**src/rtl/emc_pkg.sv**
```systemverilog
package emc_pkg;
  typedef enum logic [1:0] {RG_NONE, RG_ROM, RG_RAM, RG_IO} region_e;
  typedef enum logic [1:0] {ST_IDLE, ST_ACC, ST_IOEND, ST_TURN} state_e;
  localparam int CODE_W = 7;
endpackage

```
**src/rtl/emc_decode.sv**
```systemverilog
module emc_decode
  import emc_pkg::*;
#(
  parameter int BANK_W = 2
) (
  input  logic [3:0]        nib_i,
  input  logic [BANK_W-1:0] bank_bits_i,
  output region_e           region_o,
  output logic              rom_hi_o,
  output logic [BANK_W-1:0] bank_o
);
  always_comb begin
    unique case (nib_i)
      4'h0, 4'h1: region_o = RG_ROM;
      4'h2:       region_o = RG_IO;
      4'h4:       region_o = RG_RAM;
      default:    region_o = RG_NONE;
    endcase
  end
  assign rom_hi_o = nib_i[0];
  assign bank_o   = bank_bits_i;
endmodule

```
**src/rtl/emc_seq.sv**
```systemverilog
module emc_seq
  import emc_pkg::*;
#(
  parameter int WS_W = 4
) (
  input  logic            clk_i,
  input  logic            rst_ni,
  input  logic            start_i,
  input  logic            bad_i,
  input  logic            is_io_i,
  input  logic            is_read_i,
  input  logic [WS_W-1:0] ws_i,
  input  logic            io_rdy_ni,
  output logic            ready_o,
  output logic            active_o,
  output logic            complete_o,
  output logic            done_o,
  output logic            err_o
);
  state_e          state_q;
  logic [WS_W-1:0] cnt_q;
  logic            done_q, err_q;

  assign ready_o    = (state_q == ST_IDLE);
  assign active_o   = (state_q == ST_ACC) || (state_q == ST_IOEND);
  assign complete_o = ((state_q == ST_ACC) && !is_io_i && (cnt_q == '0))
                   || (state_q == ST_IOEND);
  assign done_o     = done_q;
  assign err_o      = err_q;

  always_ff @(posedge clk_i or negedge rst_ni) begin
    if (!rst_ni) begin
      state_q <= ST_IDLE;
      cnt_q   <= '0;
      done_q  <= 1'b0;
      err_q   <= 1'b0;
    end else begin
      done_q <= complete_o;
      err_q  <= bad_i;
      unique case (state_q)
        ST_IDLE: if (start_i) begin
          state_q <= ST_ACC;
          cnt_q   <= ws_i;
        end
        ST_ACC: begin
          if (is_io_i) begin
            if (!io_rdy_ni) state_q <= ST_IOEND;
          end else if (cnt_q == '0) begin
            state_q <= is_read_i ? ST_TURN : ST_IDLE;
          end else begin
            cnt_q <= cnt_q - 1'b1;
          end
        end
        ST_IOEND: state_q <= is_read_i ? ST_TURN : ST_IDLE;
        default:  state_q <= ST_IDLE;
      endcase
    end
  end

  AST_DONE_PULSE: assert property (@(posedge clk_i) disable iff (!rst_ni)
    done_o |=> !done_o);
  AST_TURN_AFTER_READ: assert property (@(posedge clk_i) disable iff (!rst_ni)
    (complete_o && is_read_i) |=> !ready_o && !active_o);
  AST_IO_WAITS_READY: assert property (@(posedge clk_i) disable iff (!rst_ni)
    (active_o && is_io_i && !complete_o && io_rdy_ni) |=> !complete_o);
  AST_ERR_NO_BUS: assert property (@(posedge clk_i) disable iff (!rst_ni)
    err_o |-> !active_o);
endmodule

```
**src/rtl/emc_lanes.sv**
```systemverilog
module emc_lanes
  import emc_pkg::*;
#(
  parameter int NBANK  = 4,
  parameter int NLANE  = 4,
  parameter int BANK_W = $clog2(NBANK),
  parameter int DW     = 8 * NLANE
) (
  input  logic              clk_i,
  input  logic              rst_ni,
  input  logic              active_i,
  input  logic              write_i,
  input  region_e           region_i,
  input  logic              rom_hi_i,
  input  logic [BANK_W-1:0] bank_i,
  input  logic              narrow_i,
  input  logic              prot_i,
  input  logic [DW-1:0]     wdata_i,
  input  logic [CODE_W-1:0] cb_i,
  input  logic              tb7_i,
  input  logic [DW-1:0]     mem_d_i,
  output logic [DW-1:0]     rdata_o,
  output logic [DW-1:0]     mem_d_o,
  output logic              mem_d_oe_o,
  output logic [7:0]        mem_cb_o,
  output logic              mem_cb_oe_o,
  output logic [1:0]        rom_cs_no,
  output logic [NBANK-1:0]  ram_cs_no,
  output logic [NBANK-1:0]  ram_oe_no,
  output logic [NLANE-1:0]  mem_we_no,
  output logic              io_cs_no,
  output logic              io_oe_no,
  output logic              io_rd_o,
  output logic              io_we_no
);
  logic act_rom, act_ram, act_io, mem_wr;

  assign act_rom = active_i && (region_i == RG_ROM);
  assign act_ram = active_i && (region_i == RG_RAM);
  assign act_io  = active_i && (region_i == RG_IO);
  assign mem_wr  = (act_rom || act_ram) && write_i;

  assign rom_cs_no = ~({rom_hi_i, !rom_hi_i} & {2{act_rom}});

  for (genvar b = 0; b < NBANK; b++) begin : g_bank
    assign ram_cs_no[b] = !(act_ram && (bank_i == BANK_W'(b)));
    assign ram_oe_no[b] = !(act_ram && !write_i && (bank_i == BANK_W'(b)));
  end

  // lane 0 is the most significant byte; narrow regions use lane 0 only
  for (genvar k = 0; k < NLANE; k++) begin : g_lane
    localparam int HI = DW - 1 - 8 * k;
    if (k == 0) begin : g_top
      assign mem_d_o[HI -: 8] = narrow_i ? wdata_i[7:0] : wdata_i[HI -: 8];
      assign mem_we_no[k]     = !mem_wr;
    end else begin : g_low
      assign mem_d_o[HI -: 8] = narrow_i ? 8'h00 : wdata_i[HI -: 8];
      assign mem_we_no[k]     = !(mem_wr && !narrow_i);
    end
  end

  assign rdata_o     = narrow_i ? {{(DW-8){1'b0}}, mem_d_i[DW-1 -: 8]} : mem_d_i;
  assign mem_d_oe_o  = active_i && write_i;
  assign mem_cb_o    = {tb7_i, cb_i};
  assign mem_cb_oe_o = mem_wr && prot_i;

  assign io_cs_no = !act_io;
  assign io_oe_no = !(act_io && !write_i);
  assign io_rd_o  = act_io && !write_i;
  assign io_we_no = !(act_io && write_i);

  AST_ONE_SELECT: assert property (@(posedge clk_i) disable iff (!rst_ni)
    $onehot0({~rom_cs_no, ~ram_cs_no, ~io_cs_no}));
  AST_CB_WITH_DATA: assert property (@(posedge clk_i) disable iff (!rst_ni)
    mem_cb_oe_o |-> mem_d_oe_o && io_cs_no);
  AST_OE_NOT_WRITE: assert property (@(posedge clk_i) disable iff (!rst_ni)
    !(&ram_oe_no) |-> (&mem_we_no));
endmodule

```
**src/rtl/ext_mem_ctrl.sv**
```systemverilog
module ext_mem_ctrl
  import emc_pkg::*;
#(
  parameter int ADDR_W = 23,
  parameter int WS_W   = 4,
  parameter int NBANK  = 4,
  parameter int BANK_LSB = 20,
  localparam int BANK_W = $clog2(NBANK),
  localparam int NLANE  = 4,
  localparam int DW     = 8 * NLANE
) (
  input  logic              clk_i,
  input  logic              rst_ni,
  input  logic              req_valid_i,
  output logic              req_ready_o,
  input  logic              req_write_i,
  input  logic [31:0]       req_addr_i,
  input  logic [DW-1:0]     req_wdata_i,
  input  logic [6:0]        req_cb_i,
  output logic              req_done_o,
  output logic              req_err_o,
  output logic [DW-1:0]     req_rdata_o,
  output logic [7:0]        req_rcb_o,
  input  logic [WS_W-1:0]   cfg_rom_ws_i,
  input  logic [WS_W-1:0]   cfg_ram_ws_i,
  input  logic              cfg_rom_8bit_i,
  input  logic              cfg_io_8bit_i,
  input  logic              cfg_rom_prot_i,
  input  logic              cfg_ram_prot_i,
  input  logic              cfg_tb7_i,
  output logic [ADDR_W-1:0] mem_a_o,
  output logic [DW-1:0]     mem_d_o,
  output logic              mem_d_oe_o,
  input  logic [DW-1:0]     mem_d_i,
  output logic [7:0]        mem_cb_o,
  output logic              mem_cb_oe_o,
  input  logic [7:0]        mem_cb_i,
  output logic [1:0]        rom_cs_no,
  output logic [NBANK-1:0]  ram_cs_no,
  output logic [NBANK-1:0]  ram_oe_no,
  output logic [NLANE-1:0]  mem_we_no,
  output logic              io_cs_no,
  output logic              io_oe_no,
  output logic              io_rd_o,
  output logic              io_we_no,
  input  logic              io_rdy_ni
);
  region_e           dec_region, region_q;
  logic              dec_rom_hi, rom_hi_q;
  logic [BANK_W-1:0] dec_bank, bank_q;
  logic              accept, start, bad;
  logic [ADDR_W-1:0] addr_q;
  logic [DW-1:0]     wdata_q, rdata_q, lane_rdata;
  logic [6:0]        cb_q;
  logic [7:0]        rcb_q;
  logic              write_q, narrow_q, prot_q;
  logic              active, complete;
  logic [WS_W-1:0]   ws_sel;
  logic              unused_addr;

  assign unused_addr = ^req_addr_i[27:ADDR_W];

  emc_decode #(.BANK_W(BANK_W)) u_decode (
    .nib_i       (req_addr_i[31:28]),
    .bank_bits_i (req_addr_i[BANK_LSB +: BANK_W]),
    .region_o    (dec_region),
    .rom_hi_o    (dec_rom_hi),
    .bank_o      (dec_bank)
  );

  assign accept = req_valid_i && req_ready_o;
  assign start  = accept && (dec_region != RG_NONE);
  assign bad    = accept && (dec_region == RG_NONE);
  assign ws_sel = (dec_region == RG_ROM) ? cfg_rom_ws_i : cfg_ram_ws_i;

  always_ff @(posedge clk_i or negedge rst_ni) begin
    if (!rst_ni) begin
      addr_q   <= '0;
      wdata_q  <= '0;
      cb_q     <= '0;
      write_q  <= 1'b0;
      region_q <= RG_NONE;
      rom_hi_q <= 1'b0;
      bank_q   <= '0;
      narrow_q <= 1'b0;
      prot_q   <= 1'b0;
      rdata_q  <= '0;
      rcb_q    <= '0;
    end else begin
      if (start) begin
        addr_q   <= req_addr_i[ADDR_W-1:0];
        wdata_q  <= req_wdata_i;
        cb_q     <= req_cb_i;
        write_q  <= req_write_i;
        region_q <= dec_region;
        rom_hi_q <= dec_rom_hi;
        bank_q   <= dec_bank;
        narrow_q <= (dec_region == RG_ROM && cfg_rom_8bit_i)
                 || (dec_region == RG_IO && cfg_io_8bit_i);
        prot_q   <= (dec_region == RG_ROM && cfg_rom_prot_i && !cfg_rom_8bit_i)
                 || (dec_region == RG_RAM && cfg_ram_prot_i);
      end
      if (complete && !write_q) begin
        rdata_q <= lane_rdata;
        rcb_q   <= mem_cb_i;
      end
    end
  end

  emc_seq #(.WS_W(WS_W)) u_seq (
    .clk_i      (clk_i),
    .rst_ni     (rst_ni),
    .start_i    (start),
    .bad_i      (bad),
    .is_io_i    (region_q == RG_IO),
    .is_read_i  (!write_q),
    .ws_i       (ws_sel),
    .io_rdy_ni  (io_rdy_ni),
    .ready_o    (req_ready_o),
    .active_o   (active),
    .complete_o (complete),
    .done_o     (req_done_o),
    .err_o      (req_err_o)
  );

  emc_lanes #(.NBANK(NBANK), .NLANE(NLANE)) u_lanes (
    .clk_i       (clk_i),
    .rst_ni      (rst_ni),
    .active_i    (active),
    .write_i     (write_q),
    .region_i    (region_q),
    .rom_hi_i    (rom_hi_q),
    .bank_i      (bank_q),
    .narrow_i    (narrow_q),
    .prot_i      (prot_q),
    .wdata_i     (wdata_q),
    .cb_i        (cb_q),
    .tb7_i       (cfg_tb7_i),
    .mem_d_i     (mem_d_i),
    .rdata_o     (lane_rdata),
    .mem_d_o     (mem_d_o),
    .mem_d_oe_o  (mem_d_oe_o),
    .mem_cb_o    (mem_cb_o),
    .mem_cb_oe_o (mem_cb_oe_o),
    .rom_cs_no   (rom_cs_no),
    .ram_cs_no   (ram_cs_no),
    .ram_oe_no   (ram_oe_no),
    .mem_we_no   (mem_we_no),
    .io_cs_no    (io_cs_no),
    .io_oe_no    (io_oe_no),
    .io_rd_o     (io_rd_o),
    .io_we_no    (io_we_no)
  );

  assign mem_a_o     = addr_q;
  assign req_rdata_o = rdata_q;
  assign req_rcb_o   = rcb_q;

  AST_ADDR_HOLD: assert property (@(posedge clk_i) disable iff (!rst_ni)
    !start |=> $stable(mem_a_o));
  AST_DRV_ONLY_WRITE: assert property (@(posedge clk_i) disable iff (!rst_ni)
    mem_d_oe_o |-> !io_rd_o && (&ram_oe_no));
  AST_ERR_NO_DONE: assert property (@(posedge clk_i) disable iff (!rst_ni)
    req_err_o |-> !req_done_o);
endmodule

```
**config.mk**
```make
export PLATFORM = sky130hd
export DESIGN_NAME = ext_mem_ctrl
export DESIGN_NICKNAME = d
export VERILOG_FILES = /design/src/rtl/emc_pkg.sv /design/src/rtl/emc_decode.sv /design/src/rtl/emc_seq.sv /design/src/rtl/emc_lanes.sv /design/src/rtl/ext_mem_ctrl.sv
export SDC_FILE = /design/constraint.sdc
export NUM_CORES = 1
export LEC_CHECK = 0
export ABC_AREA = 1
export BUFFER_PORTS_ARGS = -buffer_cell sky130_fd_sc_hd__buf_2
export CAP_MARGIN = 0
export CORE_UTILIZATION = 53
export CTS_BUF_LIST = sky130_fd_sc_hd__clkbuf_8
export DETAILED_ROUTE_END_ITERATION = 16
export HOLD_SLACK_MARGIN = 0.15
export PLACE_DENSITY = 0.88
export SETUP_SLACK_MARGIN = 0.1
export SLEW_MARGIN = 0
export SYNTH_ARGS = -nofsm -noshare
export SYNTH_HDL_FRONTEND = slang
export SYNTH_HIERARCHICAL = 1
export SYNTH_SLANG_ARGS = --single-unit
```
**constraint.sdc**
```tcl
create_clock -name clk_i -period 4.94 [get_ports clk_i]
set_input_delay 0 -clock clk_i [delete_from_list [all_inputs] [get_ports clk_i]]
set_output_delay 0 -clock clk_i [all_outputs]
set_load 0.02 [all_outputs]
```
==> summary.txt, run 1 <==
Final layout
  • Layout cell share with drive strength beyond 1: around 28%
  • Final Instance Area: 0.008653 sq mm
  • Most common cell after layout, fill and taps aside: nand2_1
  • Layout Cells excl Fill: ~1300
  • Final Util: 82.71%
  • Layout Nets: 1250
  • Most frequent cells in the layout: nand2_1, buf_2, dlygate4sd3_1
  • Area growth syn-to-layout: 49.89%
  • Diode count: 0

Place
  • # placed instances: 1100
  • Post-DP HPWL: 9969 microns
  • Number of buffers added on ports: around 250
  • GP Congestion: 0.8157
  • DP Worst Slack: 2.095 ns
  • DP Area: 0.006913 sq mm

Outcome
  • Status: finished, final reports clean

Setup path
  • Flop-to-flop setup slack: 2.04 ns
  • Max incr delay on CP: 0.74 ns
  • Setup crit end kind: flip-flop
  • Crit start category: input port
  • Slowest stage cell, crit path: inv_4
  • CP cell instances: dlygate4sd3_1 -> buf_2 -> nor2_1 -> nand2_1 -> dlygate4sd3_1 -> nor2_2 -> inv_1 -> nand2_2 -> nand2_4 -> inv_4 -> nor2_2 -> inv_2 -> nand3_2 -> nand2_1 -> o21ai_1
  • CP Data Required Time: about 5.2 ns
  • CP Class: in -> reg
  • Worst-path fanout max: 70
  • Worst path arrival time: 3.47 ns

Logic synthesis
  • Cells after synthesis: 762
  • Seq/Total Area, Yosys: 51.15%
  • Mapped Area: 0.005773 sq mm
  • FF+latch count, synth: about 120
  • Synth Warn #: 6
  • Netlist cell types: 30
  • Synthesized Nets: 896
  • Mapped Avg Cell Area: 7.576 sq um

Floorplan
  • DIE HEIGHT: 106.4 microns
  • Io pins: 255
  • Area of the core: 0.01046 sq mm
  • DIE WIDTH: roughly 110 microns
  • Initial core utilization: between 50% and 60%
  • Cell Rows: 37
  • Die area: 0.01131 sq mm

Routing
  • Vias/cell: about 5.3
  • Drt pass-1 iters: 7
  • Drc violations: 0
  • Via count: 6698
  • Routed WL: 21090 microns
  • WL/cell: 16.67 microns
  • First DRT Iteration DRCs: 625
  • Detail Route Antenna Nets: 0

Global routing
  • GR Util All Layers: a little under two fifths
  • Gr ovfl total: 0
  • First-pass GRT wire length: 33260 microns
  • Initial antenna violation count: 0
  • Largest net degree at the start of global routing: a little over 70
  • Vias in the first global route: 6989

Clocking
  • H-tree Lvls: 4
  • Num CTS Buffers: 17
  • Post-CTS setup buffers: 0
  • Clock sink count: 118
  • Clock transition at path regs: 0.07 ns
  • Number of gates resized after cts: 0
  • Clock latency on the worst-skew pair: 0.42 ns
  • Root Buffer: clkbuf_8
  • Hold buffer count at cts: between 100 and 150
  • CTS tree: yes
  • Clk buf depth: 2

Timing
  • Fin Clk Skew: 0.01428 ns
  • Hold Vio Cnt, Final: 0
  • RSZ-0062 raised after global routing: false
  • Final worst slack: 1.766 ns
  • Hold slack: 0.2240 ns
  • Max-slew violation count: 0
  • Post-route setup TNS: 0 ns
  • Fmax: 315.0 MHz
  • Relative slew slack: 32.67%
  • Post-route clock period utilization: 64.26%
  • Min Clock Period, post-route: approximately 3.2 ns
  • Final setup violation count: 0
  • Worst-Margin Slew: 1.010 ns

Power and ir drop
  • Pwr Density: 639.2 mW/mm^2
  • Total power: 5.531 mW
  • Worst IR Drop VDD: 0.4153 mV
  • P_leak: around 5 nW

Hold path
  • Hold Path Class: in -> reg

Flow run
  • Max-cap viol count: 0
-- area by class of cell --
class	instances	area, sq um
Tap cell	136	170.2
Sequential cell	118	2954
Timing Repair Buffer	384	2600
Clock buffer	18	247.7
Multi-Input combinational cell	517	2217
Fill cell	531	1809
Inverter	78	302.8
Clock inverter	14	161.4
-- cells by family after synthesis --
group | share of synthesized area [%]
buffers and inverters | 10.51
AOI/OAI and AO/OA | 2.427
and+or+nand+nor | 34.66
adders and majority gates | 1.084
DFF | 51.15
muxes | 0.1734
-- worst max-delay path: cells and delay by family --
family	cells	cell delay [ns]
simple gates	8	1.09
compound gates	1	0.07
buf+inv	6	2.22
-- cell usage after synthesis --
| cell | instances | area share, % |
|---|---|---|
| o21ai_1 | 18 | 1.6 |
| inv_1 | 70 | 4.6 |
| buf_2 | 12 | 1.0 |
| a21oi_1 | 1 | 0.087 |
| nand3_2 | 2 | 0.35 |
| dfrtp_1 | 118 | 51 |
| buf_1 | 1 | 0.065 |
| o21bai_1 | 1 | 0.13 |
| inv_8 | 1 | 0.20 |
| mux2i_1 | 1 | 0.17 |
| nand2_4 | 4 | 0.78 |
| buf_8 | 1 | 0.26 |
| clkinv_1 | 1 | 0.065 |
| nand3_4 | 1 | 0.30 |
| buf_4 | 17 | 2.2 |
| nand3_1 | 59 | 5.1 |
| inv_4 | 1 | 0.11 |
| inv_2 | 5 | 0.33 |
| nor2_1 | 61 | 4.0 |
| nand4_1 | 2 | 0.22 |
| o211ai_1 | 1 | 0.13 |
| o21ai_0 | 6 | 0.52 |
| ha_1 | 5 | 1.1 |
| buf_6 | 4 | 0.78 |
| nor2_2 | 4 | 0.43 |
| nand3b_1 | 1 | 0.13 |
| clkbuf_1 | 14 | 0.91 |
| or2_1 | 1 | 0.11 |
| nand2_2 | 13 | 1.4 |
| nand2_1 | 336 | 22 |
-- sequential cells by signal, indices dropped and copies added (netlist names), 2 cells and up --
register,flops
bank_q,2
cb_q,7
mem_a_o,23
region_q,2
req_rcb_o,8
req_rdata_o,32
u_seq/cnt_q,4
u_seq/state_q,2
wdata_q,32
-- routing by layer --
layer | share of wire [%] | wire, microns | GRT usage [%] | vias up
met1 | 36 | 7503 | 40.37 | 3146
met4 | 5.3 | 1111 | 24.40 | 0
met2 | 50 | 10470 | 66.23 | 452
li1 | - | - | - | 2987
met3 | 9.5 | 2007 | 10.79 | 113
met5 | 0 | 0 | 0 | -
-- path summary, 6_finish.rpt --
check                                       from               end  cells past startpoint
worst max-delay path              req_addr_i[31]  u_seq/state_q[1]                     15
worst min-delay path              req_addr_i[30]       u_seq/err_o                      7
worst max register to register  u_seq/state_q[0]  u_seq/state_q[1]                     11
worst min register to register   req_rdata_o[26]   req_rdata_o[26]                      2
max in group asynchronous                 rst_ni          narrow_q                      3
min in group asynchronous                 rst_ni      req_rcb_o[4]                      2
-- power by group --
part	switching [mW]	total, mW	internal (mW)
registers	0.407	1.84	1.43
logic	1.87	2.78	0.913
clock network	0.404	0.912	0.508
No activity file was read; power rests on OpenSTA's default activity.
==> inputs of run 2 (changes only) <==
CORE_UTILIZATION = 44   (was 53)
PLACE_DENSITY = 0.78   (was 0.88)
clock period = 2.6 ns   (was 4.94 ns; I/O delays follow)
==> summary.txt, run 2 (synthesis results as in run 1) <==
Global routing
  • Initial antenna violation count: 0 (unchanged)
  • First-pass GRT wire length: 29900 microns (was 33260 microns)
  • GR Util All Layers: 29.07% (was 38.08%)
  • Largest net degree at the start of global routing: 70 (was 71)
  • Vias in the first global route: 6382 (was 6989)
  • Gr ovfl total: 0 (unchanged)

Floorplan
  • DIE WIDTH: 116.5 microns (was 106.4 microns)
  • Io pins: 255 (unchanged)
  • Area of the core: 0.01272 sq mm (was 0.01046 sq mm)
  • DIE HEIGHT: 116.5 microns (was 106.4 microns)
  • Initial core utilization: 45.38% (was 55.18%)
  • Die area: 0.01358 sq mm (was 0.01131 sq mm)
  • Cell Rows: 41 (was 37)

Flow run
  • Max-cap viol count: 0 (unchanged)

Timing
  • RSZ-0062 raised after global routing: false (unchanged)
  • Worst-Margin Slew: 0.7293 ns (was 1.010 ns)
  • Final setup violation count: 0 (unchanged)
  • Post-route clock period utilization: 89.05%
  • Fin Clk Skew: 0.01215 ns (was 0.01428 ns)
  • Hold Vio Cnt, Final: 0 (unchanged)
  • Relative slew slack: 51.38% (was 32.67%)
  • Max-slew violation count: 0 (unchanged)
  • Post-route setup TNS: 0 ns (unchanged)
  • Min Clock Period, post-route: 2.315 ns
  • Fmax: 431.9 MHz

Routing
  • First DRT Iteration DRCs: 556 (was 625)
  • Vias/cell: 4.919 (was 5.295)
  • Via count: 6439 (was 6698)
  • Drc violations: 0 (unchanged)
  • Routed WL: 19620 microns (was 21090 microns)
  • Detail Route Antenna Nets: 0 (unchanged)
  • WL/cell: 14.99 microns (was 16.67 microns)
  • Drt pass-1 iters: 6 (was 7)

Clocking
  • Clk buf depth: 2 (unchanged)
  • H-tree Lvls: 4 (unchanged)
  • Clock sink count: 118 (unchanged)
  • Clock latency on the worst-skew pair: 0.44 ns (was 0.42 ns)
  • Root Buffer: clkbuf_8 (unchanged)
  • Num CTS Buffers: 17 (unchanged)
  • Clock transition at path regs: 0.07 ns (about the same)
  • CTS tree: yes (unchanged)
  • Post-CTS setup buffers: 0 (unchanged)

Place
  • GP Congestion: 0.7843 (was 0.8157)
  • Number of buffers added on ports: 247 (unchanged)
  • Post-DP HPWL: 10180 microns (was 9969 microns)
  • DP Area: 0.007013 sq mm (was 0.006913 sq mm)

Final layout
  • Most common cell after layout, fill and taps aside: nand2_1 (unchanged)
  • Layout Nets: 1258 (was 1250)
  • Area growth syn-to-layout: 52.93% (was 49.89%)
  • Layout cell share with drive strength beyond 1: 28.06% (was 27.81%)
  • Diode count: 0 (unchanged)
  • Most frequent cells in the layout: nand2_1, buf_2, dlygate4sd3_1 (unchanged)
  • Final Instance Area: 0.008828 sq mm (was 0.008653 sq mm)

Setup path
  • Setup crit end kind: flip-flop (unchanged)
  • Beginning of the critical path: req_addr_i[29] (was req_addr_i[31])
  • Worst-path fanout max: 7 (was 70)
  • Reg2reg end: cb_q[6] (was u_seq/state_q[1])
  • Reg2Reg Depth: 8 (was 11)
  • Worst path arrival time: 2.69 ns (was 3.47 ns)
  • Crit start category: input port (unchanged)
  • CP Data Required Time: 2.98 ns (was 5.23 ns)
  • Worst R2R Start: u_seq/state_q[0] (unchanged)
  • Flop-to-flop setup slack: 0.52 ns (was 2.04 ns)
  • CP Class: in -> reg (unchanged)
  • Critical Path End: u_seq/cnt_q[3] (was u_seq/state_q[1])

Hold path
  • Hold Path Class: in -> reg (unchanged)

Power and ir drop
  • Worst IR Drop VDD: 0.6980 mV (was 0.4153 mV)
  • Total power: 10.41 mW (was 5.531 mW)
  • Pwr Density: 1180 mW/mm^2 (was 639.2 mW/mm^2)
  • P_leak: 5.073 nW (was 5.003 nW)

Outcome
  • Status: finished, final reports clean (unchanged)
run 2: metal layers:
metal | up-vias | wire (microns) | track usage [%]
li1 | 3014 | - | -
met1 | 2988 | 7399 | 32.30
met3 | 64 | 1910 | 8.459
met4 | 0 | 655 | 16.46
met5 | - | 0 | 0
met2 | 373 | 9650 | 49.94
run 2: worst min-delay path by stage:
stage                     slack (ns)  cells past startpoint            start      endpoint
final                           0.29                      4  req_wdata_i[12]   wdata_q[12]
after global routing            0.26                      4  req_wdata_i[15]   wdata_q[15]
after CTS                       0.26                      4      req_cb_i[0]       cb_q[0]
after detailed placement       -0.03                      1           rst_ni  req_rcb_o[1]
after global placement         -0.03                      1           rst_ni  req_rcb_o[1]
after floorplan                -0.30                      0           rst_ni     bank_q[0]
run 2: power breakdown:
part | switching (mW) | total, mW | internal [mW]
logic | 3.53 | 5.26 | 1.73
registers | 0.576 | 3.30 | 2.73
clock network | 0.749 | 1.85 | 1.10
run 2: per-stage QoR:
| stage | worst slack (ns) | cells | hold slack, ns | util, % |
|---|---|---|---|---|
| 2_1_floorplan | 0.7141 | 762 | -0.2956 | - |
| 3_3_place_gp | 0.6508 | 1140 | -0.02784 | 55.12 |
| 3_5_place_dp | 0.5964 | 1140 | -0.02673 | 55.12 |
| 4_1_cts | 0.3191 | 1309 | 0.2567 | 69.39 |
| 5_1_grt | 0.1047 | 1309 | 0.2601 | 69.39 |
| 6_report | 0.2846 | 1309 | 0.2937 | 69.39 |
run 2: timing repair:
item	4_1_cts	5_1_grt
gates resized for setup	0	1
hold buffers	137	0
endpoints found under the setup margin	0	3
endpoints found under the hold margin	236	0
run 2: critical path, stage by stage:
cell,delay (ns)
dlygate4sd3_1,0.53
buf_2,0.14
nand2_1,0.05
dlygate4sd3_1,0.55
nand2_1,0.06
nor2_2,0.18
inv_2,0.12
nand2_1,0.14
nand2_1,0.07
nand2_1,0.05
dlygate4sd3_1,0.54
nor2_1,0.04
nor2_1,0.11
nand2_1,0.06
nand2_1,0.05
run 2: final cells by class:
| cell class | count | area [sq um] |
|---|---|---|
| fillers | 907 | 3894 |
| flip-flops and latches | 118 | 2954 |
| repair buffers | 392 | 2705 |
| multi-input cells | 517 | 2217 |
| inverters | 78 | 302.8 |
| clock buffers | 20 | 275.3 |
| well taps | 172 | 215.2 |
| clock inverters | 12 | 158.9 |
